[src/rtl/ps2_tx_pkg.sv]
// Shared types and constants for the PS/2 device-side transmitter.
// Assumes one frame is always start + 8 data + parity + stop.
package ps2_tx_pkg;
    localparam int FRAME_BITS = 11;
    localparam int IDX_W      = $clog2(FRAME_BITS);

    typedef enum logic [1:0] {
        PH_IDLE  = 2'd0,
        PH_SETUP = 2'd1,
        PH_LOW   = 2'd2,
        PH_HIGH  = 2'd3
    } phase_t;

    typedef enum logic {
        FR_IDLE = 1'b0,
        FR_WAIT = 1'b1
    } frame_st_t;
endpackage

[src/rtl/ps2_line_sync.sv]
// Multi-stage synchronizer for an asynchronous line level.
// Assumes STAGES >= 2; the reset value is the released (high) line.
module ps2_line_sync #(
    parameter int STAGES = 2
) (
    input  logic clk,
    input  logic rst_n,
    input  logic line_in,
    output logic line_sync
);
    logic [STAGES-1:0] chain;

    // Shift the raw level through the flop chain.
    always_ff @(posedge clk) begin
        if (!rst_n) begin
            chain <= '1;
        end else begin
            chain <= {chain[STAGES-2:0], line_in};
        end
    end

    assign line_sync = chain[STAGES-1];
endmodule

[src/rtl/ps2_bit_engine.sv]
// Sends one bit: data is presented with the clock released, then the clock is
// held low, then released again. At the end of the bit the synchronized clock
// level is stored as the success flag. Both pulls live in registers, so a
// change to the clock never disturbs the data level already presented.
// Assumes go arrives only while idle, and release only while idle.
module ps2_bit_engine
    import ps2_tx_pkg::*;
#(
    parameter int SETUP_CYC = 20,
    parameter int LOW_CYC   = 76,
    parameter int HIGH_CYC  = 44
) (
    input  logic clk,
    input  logic rst_n,
    input  logic go,
    input  logic bit_val,
    input  logic release_lines,
    input  logic clk_sync,
    output logic clk_pull,
    output logic dat_pull,
    output logic bit_done,
    output logic bit_ok
);
    localparam int MAX_A = (SETUP_CYC > LOW_CYC) ? SETUP_CYC : LOW_CYC;
    localparam int MAX_C = (MAX_A > HIGH_CYC) ? MAX_A : HIGH_CYC;
    localparam int CW    = $clog2(MAX_C + 1);

    phase_t          phase;
    logic [CW-1:0]   cnt;

    // Phase sequencer: one down-counter times each phase in turn.
    always_ff @(posedge clk) begin
        if (!rst_n) begin
            phase    <= PH_IDLE;
            cnt      <= '0;
            clk_pull <= 1'b0;
            dat_pull <= 1'b0;
            bit_done <= 1'b0;
            bit_ok   <= 1'b0;
        end else begin
            bit_done <= 1'b0;
            if (release_lines) begin
                clk_pull <= 1'b0;
                dat_pull <= 1'b0;
                phase    <= PH_IDLE;
            end else begin
                case (phase)
                    PH_IDLE: begin
                        if (go) begin
                            dat_pull <= ~bit_val;
                            cnt      <= CW'(SETUP_CYC - 1);
                            phase    <= PH_SETUP;
                        end
                    end
                    PH_SETUP: begin
                        if (cnt == '0) begin
                            clk_pull <= 1'b1;
                            cnt      <= CW'(LOW_CYC - 1);
                            phase    <= PH_LOW;
                        end else begin
                            cnt <= cnt - 1'b1;
                        end
                    end
                    PH_LOW: begin
                        if (cnt == '0) begin
                            clk_pull <= 1'b0;
                            cnt      <= CW'(HIGH_CYC - 1);
                            phase    <= PH_HIGH;
                        end else begin
                            cnt <= cnt - 1'b1;
                        end
                    end
                    PH_HIGH: begin
                        if (cnt == '0) begin
                            bit_done <= 1'b1;
                            bit_ok   <= clk_sync;
                            phase    <= PH_IDLE;
                        end else begin
                            cnt <= cnt - 1'b1;
                        end
                    end
                    default: phase <= PH_IDLE;
                endcase
            end
        end
    end
endmodule

[src/rtl/ps2_frame_seq.sv]
// Frame sequencer: builds the eleven-bit frame (start, data LSB first, odd
// parity, stop), issues one go pulse per bit, and aborts on a failed bit by
// asking the bit engine to release both lines.
// Assumes the bit engine answers every go with exactly one bit_done.
module ps2_frame_seq
    import ps2_tx_pkg::*;
(
    input  logic       clk,
    input  logic       rst_n,
    input  logic       start,
    input  logic [7:0] byte_in,
    input  logic       bit_done,
    input  logic       bit_ok,
    output logic       go,
    output logic       bit_val,
    output logic       release_lines,
    output logic       busy,
    output logic       done,
    output logic       fail
);
    frame_st_t               st;
    logic [FRAME_BITS-1:0]   frame_bits;
    logic [IDX_W-1:0]        idx;

    // Current bit to present and the abort request to the engine.
    always_comb begin
        bit_val       = frame_bits[idx];
        release_lines = (st == FR_WAIT) && bit_done && !bit_ok;
    end

    // Frame control: accept a start, step bits, finish or abort.
    always_ff @(posedge clk) begin
        if (!rst_n) begin
            st         <= FR_IDLE;
            frame_bits <= '1;
            idx        <= '0;
            go         <= 1'b0;
            busy       <= 1'b0;
            done       <= 1'b0;
            fail       <= 1'b0;
        end else begin
            done <= 1'b0;
            go   <= 1'b0;
            case (st)
                FR_IDLE: begin
                    if (start) begin
                        frame_bits <= {1'b1, ~^byte_in, byte_in, 1'b0};
                        idx        <= '0;
                        go         <= 1'b1;
                        busy       <= 1'b1;
                        fail       <= 1'b0;
                        st         <= FR_WAIT;
                    end
                end
                FR_WAIT: begin
                    if (bit_done) begin
                        if (!bit_ok) begin
                            done <= 1'b1;
                            fail <= 1'b1;
                            busy <= 1'b0;
                            st   <= FR_IDLE;
                        end else if (idx == IDX_W'(FRAME_BITS - 1)) begin
                            done <= 1'b1;
                            busy <= 1'b0;
                            st   <= FR_IDLE;
                        end else begin
                            idx <= idx + 1'b1;
                            go  <= 1'b1;
                        end
                    end
                end
                default: st <= FR_IDLE;
            endcase
        end
    end
endmodule

[src/rtl/ps2_dev_tx.sv]
// Top of the PS/2 device-side transmitter. Connects the line synchronizer,
// the per-bit phase engine and the frame sequencer. Phase lengths come from
// microsecond parameters scaled by CYC_PER_US.
// Assumes ps2_clk_in is the real (wired) clock line level.
module ps2_dev_tx #(
    parameter int CYC_PER_US  = 125,
    parameter int SETUP_US    = 10,
    parameter int LOW_US      = 38,
    parameter int HIGH_US     = 22,
    parameter int SYNC_STAGES = 2
) (
    input  logic       clk,
    input  logic       rst_n,
    input  logic       tx_start,
    input  logic [7:0] tx_byte,
    input  logic       ps2_clk_in,
    output logic       clk_pull,
    output logic       dat_pull,
    output logic       busy,
    output logic       done,
    output logic       fail
);
    localparam int SETUP_CYC = SETUP_US * CYC_PER_US;
    localparam int LOW_CYC   = LOW_US * CYC_PER_US;
    localparam int HIGH_CYC  = HIGH_US * CYC_PER_US;

    logic clk_sync;
    logic go;
    logic bit_val;
    logic release_lines;
    logic bit_done;
    logic bit_ok;

    ps2_line_sync #(.STAGES(SYNC_STAGES)) u_sync (
        .clk       (clk),
        .rst_n     (rst_n),
        .line_in   (ps2_clk_in),
        .line_sync (clk_sync)
    );

    ps2_bit_engine #(
        .SETUP_CYC (SETUP_CYC),
        .LOW_CYC   (LOW_CYC),
        .HIGH_CYC  (HIGH_CYC)
    ) u_bit (
        .clk           (clk),
        .rst_n         (rst_n),
        .go            (go),
        .bit_val       (bit_val),
        .release_lines (release_lines),
        .clk_sync      (clk_sync),
        .clk_pull      (clk_pull),
        .dat_pull      (dat_pull),
        .bit_done      (bit_done),
        .bit_ok        (bit_ok)
    );

    ps2_frame_seq u_seq (
        .clk           (clk),
        .rst_n         (rst_n),
        .start         (tx_start),
        .byte_in       (tx_byte),
        .bit_done      (bit_done),
        .bit_ok        (bit_ok),
        .go            (go),
        .bit_val       (bit_val),
        .release_lines (release_lines),
        .busy          (busy),
        .done          (done),
        .fail          (fail)
    );
endmodule

[config.mk]
export PLATFORM = sky130hd
export DESIGN_NAME = ps2_dev_tx
export DESIGN_NICKNAME = d
export VERILOG_FILES = /design/src/rtl/ps2_tx_pkg.sv /design/src/rtl/ps2_line_sync.sv /design/src/rtl/ps2_bit_engine.sv /design/src/rtl/ps2_frame_seq.sv /design/src/rtl/ps2_dev_tx.sv
export SDC_FILE = /design/constraint.sdc
export NUM_CORES = 1
export LEC_CHECK = 0
export ABC_CLOCK_PERIOD_IN_PS = 5450
export BUFFER_PORTS_ARGS = -buffer_cell sky130_fd_sc_hd__buf_2
export CORE_UTILIZATION = 55
export DETAILED_ROUTE_END_ITERATION = 12
export HOLD_SLACK_MARGIN = 0.1
export PLACE_DENSITY = 0.74
export SYNTH_ARGS = -nofsm -noshare
export SYNTH_HDL_FRONTEND = slang
export SYNTH_SLANG_ARGS = --single-unit
[constraint.sdc]
create_clock -name clk -period 5.45 [get_ports clk]
set_input_delay 1.09 -clock clk [delete_from_list [all_inputs] [get_ports clk]]
set_output_delay 1.09 -clock clk [all_outputs]
set_load 0.005 [all_outputs]
Word level (Yosys, flattened, before mapping):

Cells that the tools add are included.

* bits in registers: 40
* output and inout port bits: 5
* logic and storage cells: 95

* equality and inequality tests: 15
* order comparisons: 1
* muxes and demuxes: 39
* reductions and logical operators: 19
* bitwise gates (word level): 5
* add/sub/neg operators: 2

Operators by type and width (count)
* 13-bit 2-to-1 mux: 4
* 13-bit one-hot mux with 4 select lines: 1
* 1-bit 2-to-1 mux: 18
* 3-bit AND reduction: 6
* 4-bit 2-to-1 mux: 4
* 13-bit zero test: 1
* 13-bit by 1-bit subtractor with 13-bit output, second input constant: 1
* 2-bit inequality test, second input constant: 6
* 1-bit one-hot mux with 2 select lines: 5
* 2-bit 2-to-1 mux: 4
* 2-bit by 1-bit inequality test with 1-bit output, second input constant: 4
* 2-bit one-hot mux with 4 select lines: 1
* 4-bit one-hot mux with 2 select lines: 1
* 4-bit AND reduction: 2
* 8-bit XNOR reduction: 1
* 4-bit by 5-bit less-than comparator with 1-bit output, second input constant: 1
* 1-bit inverter: 5
* 4-bit by 1-bit adder with 4-bit output, second input constant: 1
* 1-bit binary-select mux with 4-bit select: 1
* 2-bit equality test, second input constant: 2
* 4-bit equality test, second input constant: 1
* 2-bit AND reduction: 2
* 3-bit inequality test, second input constant: 1
* 3-bit OR reduction: 1
* other kinds (6): 7

Logic depth before layout (Yosys ltp):

Gate-level depths: netlist (run 1).

* word-level depth: 5
* mapped depth: 8

Cells and area by module:

Synthesis (run 1) repeated with hierarchy kept, for this count alone.

* cell total of the unflattened synthesis: 254
* area total of the unflattened synthesis: 2193.4 sq um

By module, submodules not included
* ps2_bit_engine: cells an instance 143, area each 1233.7 sq um, instances 1
* ps2_frame_seq: cells an instance 107, area each 907.1 sq um, instances 1
* ps2_line_sync: cells an instance 4, area each 52.6 sq um, instances 1

Least setup slack after synthesis (run 1):

Ideal clock, no wire load.

* path type: input-to-reg
* start point: in rst_n
* end point: reg u_bit.cnt[2]
* cell stages on the path: 4
* library setup time: 57 ps
* buffers on the path: 0
* slack: 3313 ps
* data arrival time: 2079 ps
* cell sequence: o21ai_1 a2111o_2 a311oi_1 a21o_1

RTL lines
* start, declared: RTL line ps2_dev_tx.sv:13 `input logic rst_n,`
* end signal, assigned: RTL line ps2_bit_engine.sv:51 `cnt <= CW'(SETUP_CYC - 1);`
* end signal, assigned: RTL line ps2_bit_engine.sv:58 `cnt <= CW'(LOW_CYC - 1);`
* end signal, assigned: RTL line ps2_bit_engine.sv:61 `cnt <= cnt - 1'b1;`
* end, declared: RTL line ps2_bit_engine.sv:29 `logic [CW-1:0] cnt;`

==> results of run 1 <==
-- worst max-delay path, stage by stage --
cell,delay [ps]
buf_2,410
o21ai_1,330
a2111oi_0,670
o2111a_1,290
a211o_1,90
-- power breakdown --
group          total (mW)  internal (mW)  switching, mW
sequential          0.379          0.336         0.0431
combinational       0.586          0.234          0.351
clock               0.199          0.103         0.0956
total                1.16          0.674          0.490
-- placed cells by master, fill, tap and decap left out, drive strengths merged, types with 2 or more instances in the layout --
cell type and instances:
a211oi 6, or4 2, nand3 10, ha 9, o31ai 3, a21oi 15, nand4 3, o21ai 10
xnor2 9, buf 16, mux4 2, a211o 2, mux2i 4, xor2 2, clkbuf 8, a21o 3
a31oi 3, nor2b 5, nor4 2, nand2b 6, o22ai 4, a32o 2, nor2 18, or3 7
nand2 36, a21boi 2, and2 6, inv 8, nor3 8, dfxtp 40
-- metrics by stage --
| stage | util | instances | hold slack [ps] |
|---|---|---|---|
| after floorplan | - | 252 | 386 |
| after global placement | 0.602 | 305 | 392 |
| after detailed placement | 0.602 | 305 | 406 |
| after CTS | 0.626 | 313 | 424 |
| after global routing | 0.626 | 313 | 441 |
| final | 0.626 | 313 | 417 |
-- state kept, by name, summed over array words and instances (netlist names) --
| register | flops |
|---|---|
| u_seq.idx | 4 |
| u_bit.dat_pull | 1 |
| u_bit.cnt | 13 |
| u_seq.st | 1 |
| u_bit.bit_ok | 1 |
| u_seq.frame_bits | 10 |
| u_bit.bit_done | 1 |
| u_bit.phase | 2 |
| u_sync.chain | 2 |
| u_seq.busy | 1 |
| u_seq.go | 1 |
| u_seq.done | 1 |
| u_seq.fail | 1 |
| u_bit.clk_pull | 1 |
-- worst max path at each step --
stage	end	slack, ps
after floorplan	u_bit.cnt[2]	3310
after global placement	u_bit.cnt[2]	2600
after detailed placement	u_bit.cnt[9]	2550
after CTS	u_bit.cnt[9]	2840
after global routing	u_bit.cnt[9]	2690
final	u_bit.cnt[9]	2800
-- logic make-up (layout without fill, tap and decap cells) --
group | Yosys count | count (layout)
AOI/OAI and AO/OA | 60 | 60
adders and majority gates | 9 | 9
and+or+nand+nor | 107 | 107
xor gates and xnor gates | 11 | 11
buffers and inverters | 19 | 32
muxes | 6 | 6
DFF | 40 | 40
-- per-layer routing --
layer  global-route usage  vias up  part of all wire
met3               0.0482        6             0.060
met4               0.0500        0            0.0084
li1                     -      924                 -
met5                    0        -                 0
met1                0.356      834              0.51
met2                0.360       70              0.42
-- area by class of cell --
cell class	instances	area [um^2]
Timing Repair Buffer	16	80.1
Multi-Input combinational cell	193	1250
Tap cell	48	60.1
Inverter	8	30.0
Sequential cell	40	801
Clock buffer	8	90.1
Fill cell	350	1380
==> metrics.md, run 1 <==
| Metric | Value |
|---|---|
| Status | complete, no violations |
| CP required | 5680 ps |
| Async SR Flop Fraction | 0 |
| Post-Synth Simple-Gate Area | 0.256 |
| Postcts setup bufs | 0 |
| Syn Inst Count | 252 |
| Most instantiated library cell after synthesis | dfxtp_1 |
| Area Growth Syn to Fin | 8.46% |
| Worst Hold Depth | 1 |
| Hold Crit Start | u_sync.chain[0] |
| Yosys reg bits | 40 |
| Synth Cell Area | 0.00213 mm^2 |
| Most used flip-flop cell after synthesis | dfxtp_1 |
| Core area | 0.00369 mm^2 |
| Adder-Cell Fraction of Synth Area | 0.0529 |
| Final Hold Vio Count | 0 |
| Post-synthesis sequential area ratio | 0.376 |
| Clock slew at reported path FFs | 80 ps |
| MaxCap Viol Count | 0 |
| Worst skew pair latency | 280 ps |
| RR Startpoint | u_bit.cnt[0] |
| Minimum clock period | 2650 ps |
| Mux share of post-synthesis cell area | 0.0400 |
| Num rows | 22 |
| N_diodes | 0 |
| RSZ-0062 raised after global routing | no |
| Synth Area in Compound Gates | 0.193 |
| Initial Utilization | 0.577 |
| Post-synth EDFFs | 0 |
| WS Path Type | in -> reg |
| Critical path origin | rst_n |
| Pwr Density | 504 mW/mm^2 |
| Final wirelength | 4.54 mm |
| Hpwl dp | 3.28 mm |
| CTS tree | yes |
| Syn avg cell area | 8.45 um^2 |
| Clk sinks | 40 |
| Fin crit share | 0.486 |
| ANT nets after route | 0 |
| Hold Crit Class | reg -> reg |
| IO Pins | 17 |
| Fraction of layout cells with a size suffix above 1 | 0.132 |
| CP max FO | 32 |
| Worst Setup End Kind | flip-flop |
| Pre-CTS WS | 2550 ps |
| DIE AREA | 0.00412 mm^2 |
| Design area | 0.00231 mm^2 |
| Worst reg2reg path depth | 7 |
| Synth top area share | 0.376 |
| Initial antenna violation count | 0 |
| Via/cell ratio | 5.86 |
| Total negative slack | 0 ps |
| CTS Buffer Depth | 2 |
| Layout Nets | 285 |
| Pleak | 0.941 nW |
| GRT Overall Usage | 0.241 |
| Die Ht | 64.2 um |
| Worst-Margin Slew | 655 ps |
| TritonRoute pass-1 iters | 5 |
| Largest net degree at the start of global routing | 33 |
| Fmax | 378 MHz |
| Reg2reg end | u_bit.cnt[8] |
| Post-Synth XOR/XNOR Area | 0.0452 |
| First-pass GRT wire length | 7.82 mm |
| Synth cell count leaders | dfxtp_1 (40), nand2_1 (36), nor2_1 (18) |
| Hold EP | u_sync.chain[1] |
| Clock skew after layout | 10.2 ps |
| DP Area | 0.00222 mm^2 |
| Total power | 1.16 mW |
| CP arrival | 2880 ps |
| Synth top area cells | dfxtp_1 (38%), nand2_1 (6.3%), ha_1 (5.3%) |
| Synth Net Count | 273 |
| DR vias | 1834 |
| GPL Wtd Cong | 0.969 |
| IO Port Bufs | 16 |
| Max-slew violation count | 0 |
| Die Width | 64.2 um |
| Peak VDD IR | 226 uV |
| Starting DRT DRC Count | 153 |
| Clk root buf | clkbuf_8 |
| Slew headroom | 0.552 |
| Distinct cells, synth | 51 |
| Yosys warns | 0 |
| WL/cell | 14.5 um |
| R2R Setup Slk | 3230 ps |
| Setup Viol. Count Final | 0 |
| Post-cts hold buffer count | 0 |
| Cell taking the most area after synthesis | dfxtp_1 |
| Congestion Overflow GR | 0 |
| Largest family of logic cells by synthesized area | simple AND/OR/NAND/NOR gates |
| Post-CTS Resized | 0 |
| H-tree Lvls | 2 |
| DRC viols | 0 |
| Final setup margin | 2800 ps |
| Critical path launch point type | input port |
| Num CTS Buffers | 5 |
| Vias in the first global route | 1622 |
Note: power is estimated with default switching activity, not from simulation.
==> run 2: changes to the inputs <==
--- a/config.mk
+++ b/config.mk
@@ -5,7 +5,8 @@
 export SDC_FILE = /design/constraint.sdc
 export NUM_CORES = 1
 export LEC_CHECK = 0
-export ABC_CLOCK_PERIOD_IN_PS = 5450
+export ABC_AREA = 1
+export ABC_CLOCK_PERIOD_IN_PS = 2570
 export BUFFER_PORTS_ARGS = -buffer_cell sky130_fd_sc_hd__buf_2
 export CORE_UTILIZATION = 55
 export DETAILED_ROUTE_END_ITERATION = 12
==> constraint.sdc (replaced) <==
create_clock -name clk -period 2.57 [get_ports clk]
set_input_delay 0.514 -clock clk [delete_from_list [all_inputs] [get_ports clk]]
set_output_delay 0.514 -clock clk [all_outputs]
set_load 0.005 [all_outputs]
==> run 2 against run 1 <==
Compared with the run above:
- final cell count rose by 16%
- sequential power rose by 110%
- synthesized cell count rose by 17%
- largest cell class unchanged
==> metrics.md, run 2 <==
| Metric | Value |
|---|---|
| DRC viols | 0 |
| Post-CTS Resized | 0 |
| CP max FO | 12 |
| WHS | 408 ps |
| Largest regs | u_bit.cnt: 13 flops, u_seq.frame_bits: 10 flops, u_seq.idx: 4 flops |
| Most used flip-flop cell after synthesis | dfxtp_1 |
| Pwr Density | 1060 mW/mm^2 |
| Most frequent cells in the layout | nand2_1 (68), dfxtp_1 (40), nor2_1 (33) |
| DP Area | 0.00225 mm^2 |
| Placed Cells | 354 |
| CP required | 2790 ps |
| Syn Inst Count | 294 |
| Worst reg2reg path depth | 9 |
| Delay-heaviest family, CP | simple AND/OR/NAND/NOR gates |
| Die Width | 64.5 um |
| Max reg flops | 13 |
| Postcts setup bufs | 0 |
| Worst skew pair latency | 290 ps |
| Worst Setup End Kind | flip-flop |
| Distinct cells, synth | 34 |
| Hold Crit Class | in -> reg |
| Final wirelength | 4.30 mm |
| Pleak | 1.09 nW |
| N_diodes | 0 |
| Critical path launch point type | flip-flop |
| H-tree Lvls | 2 |
| RSZ-0062 raised after global routing | no |
| Num rows | 22 |
| Synth top area cells | dfxtp_1 (37%), nand2_1 (12%), nor2_1 (5.8%) |
| Largest stage delay, worst path | 420 ps |
| WP buf/inv | 2 |
| Clock skew after layout | 6.90 ps |
| Clk root buf | clkbuf_8 |
| IO Pins | 17 |
| Final Hold Vio Count | 0 |
| Max-slew violation count | 0 |
| MaxCap Viol Count | 0 |
| Final setup margin | 690 ps |
| WS Path Type | reg -> reg |
| Post-synthesis sequential area ratio | 0.373 |
| Pre-CTS WS | 718 ps |
| Most common cell after layout, fill and taps aside | nand2_1 |
| Peak VDD IR | 621 uV |
| Setup Viol. Count Final | 0 |
| Fin crit share | 0.732 |
| Num CTS Buffers | 5 |
| Total power | 2.51 mW |
| Total negative slack | 0 ps |
| Design area | 0.00237 mm^2 |
| Crit path cell chain | inv_1, ha_1, inv_1, nor2_1, nor2_1, nand2_2, nor2_2, nand3_1, a21oi_1 |
| Cell taking the most area after synthesis | dfxtp_1 |
| Syn avg cell area | 7.30 um^2 |
| Synth cell count leaders | nand2_1 (68), dfxtp_1 (40), nor2_1 (33) |
| Initial Utilization | 0.582 |
| DR vias | 1870 |
| Yosys reg bits | 40 |
| Top reg by flops | u_bit.cnt |
| CP arrival | 2100 ps |
| Worst-Margin Slew | 473 ps |
| Die Ht | 64.5 um |
| R2R Setup Slk | 690 ps |
| Fmax | 532 MHz |
| Area Growth Syn to Fin | 10.3% |
| Layout Nets | 334 |
| ANT nets after route | 0 |
| Synth top area share | 0.373 |
| Via/cell ratio | 5.17 |
| Clk sinks | 40 |
| Core area | 0.00369 mm^2 |
| Fin cells | 362 |
| CTS Buffer Depth | 2 |
| Async SR Flop Fraction | 0 |
| Final core utilization | 0.641 |
| Largest net degree at the start of global routing | 20 |
| Slew headroom | 0.684 |
| GRT Overall Usage | 0.237 |
| Worst Hold Depth | 2 |
| Clock slew at reported path FFs | 80 ps |
| Status | complete, no violations |
| FILL cells | 351 |
| TritonRoute pass-1 iters | 4 |
| WL/cell | 11.9 um |
| First-pass GRT wire length | 7.57 mm |
| IO Port Bufs | 16 |
| CTS tree | yes |
| Hpwl dp | 3.34 mm |
| DIE AREA | 0.00416 mm^2 |
| Yosys warns | 0 |
| Initial antenna violation count | 0 |
| Starting DRT DRC Count | 122 |
| Congestion Overflow GR | 0 |
| Synth Cell Area | 0.00215 mm^2 |
| Vias in the first global route | 1756 |
| Minimum clock period | 1880 ps |
| Fraction of layout cells with a size suffix above 1 | 0.150 |
| Post-cts hold buffer count | 0 |
| Stages on the worst setup path | 9 |
| Most instantiated library cell after synthesis | nand2_1 |
| Post-synth EDFFs | 0 |
| GPL Wtd Cong | 0.836 |
| Slowest CP cell | nor2_2 |
| Synth Net Count | 315 |
run 2: worst paths after layout:
kind,start,end
worst max register to register,u_bit.phase[0],u_bit.cnt[12]
worst max-delay path,u_bit.phase[0],u_bit.cnt[12]
worst min register to register,u_sync.chain[0],u_sync.chain[1]
worst min-delay path,ps2_clk_in,u_sync.chain[0]
run 2: layer usage:
layer,track usage,wire length (um),up-vias
met5,0,0,-
met4,0.100,46,0
met3,0.0370,113,4
met2,0.433,2240,28
met1,0.272,1910,843
li1,-,-,995
run 2: worst reg2reg max path: stages, from the launching register on:
cell and delay [ps]:
dfxtp_1 370, inv_1 100, ha_1 240, inv_1 80
nor2_1 40, nor2_1 120, nand2_2 160, nor2_2 420
nand3_1 140, a21oi_1 150
run 2: power by group:
group | total, mW | leakage, nW | internal (mW) | switching (mW)
clock network | 0.505 | 0.0541 | 0.287 | 0.218
registers | 0.809 | 0.328 | 0.717 | 0.0923
logic | 1.20 | 0.706 | 0.428 | 0.771
total | 2.51 | 1.09 | 1.43 | 1.08
run 2: area by class of cell:
cell class | instances | area [um^2] | share of cell area
clock buffers | 5 | 68.8 | 0.0291
clock inverters | 3 | 42.5 | 0.0180
inverters | 40 | 150 | 0.0635
multi-input cells | 210 | 1160 | 0.492
flip-flops and latches | 40 | 801 | 0.338
well taps | 48 | 60.1 | 0.0254
repair buffers | 16 | 80.1 | 0.0338
run 2: logic make-up after synthesis:
logic type	Yosys count	share of synthesized area
AO/OA/AOI/OAI	51	0.145
buffers and inverters	44	0.0845
flip-flops	40	0.373
AND/OR/NAND/NOR	138	0.296
adder cells (fa/ha/maj)	9	0.0525
XOR/XNOR	12	0.0490
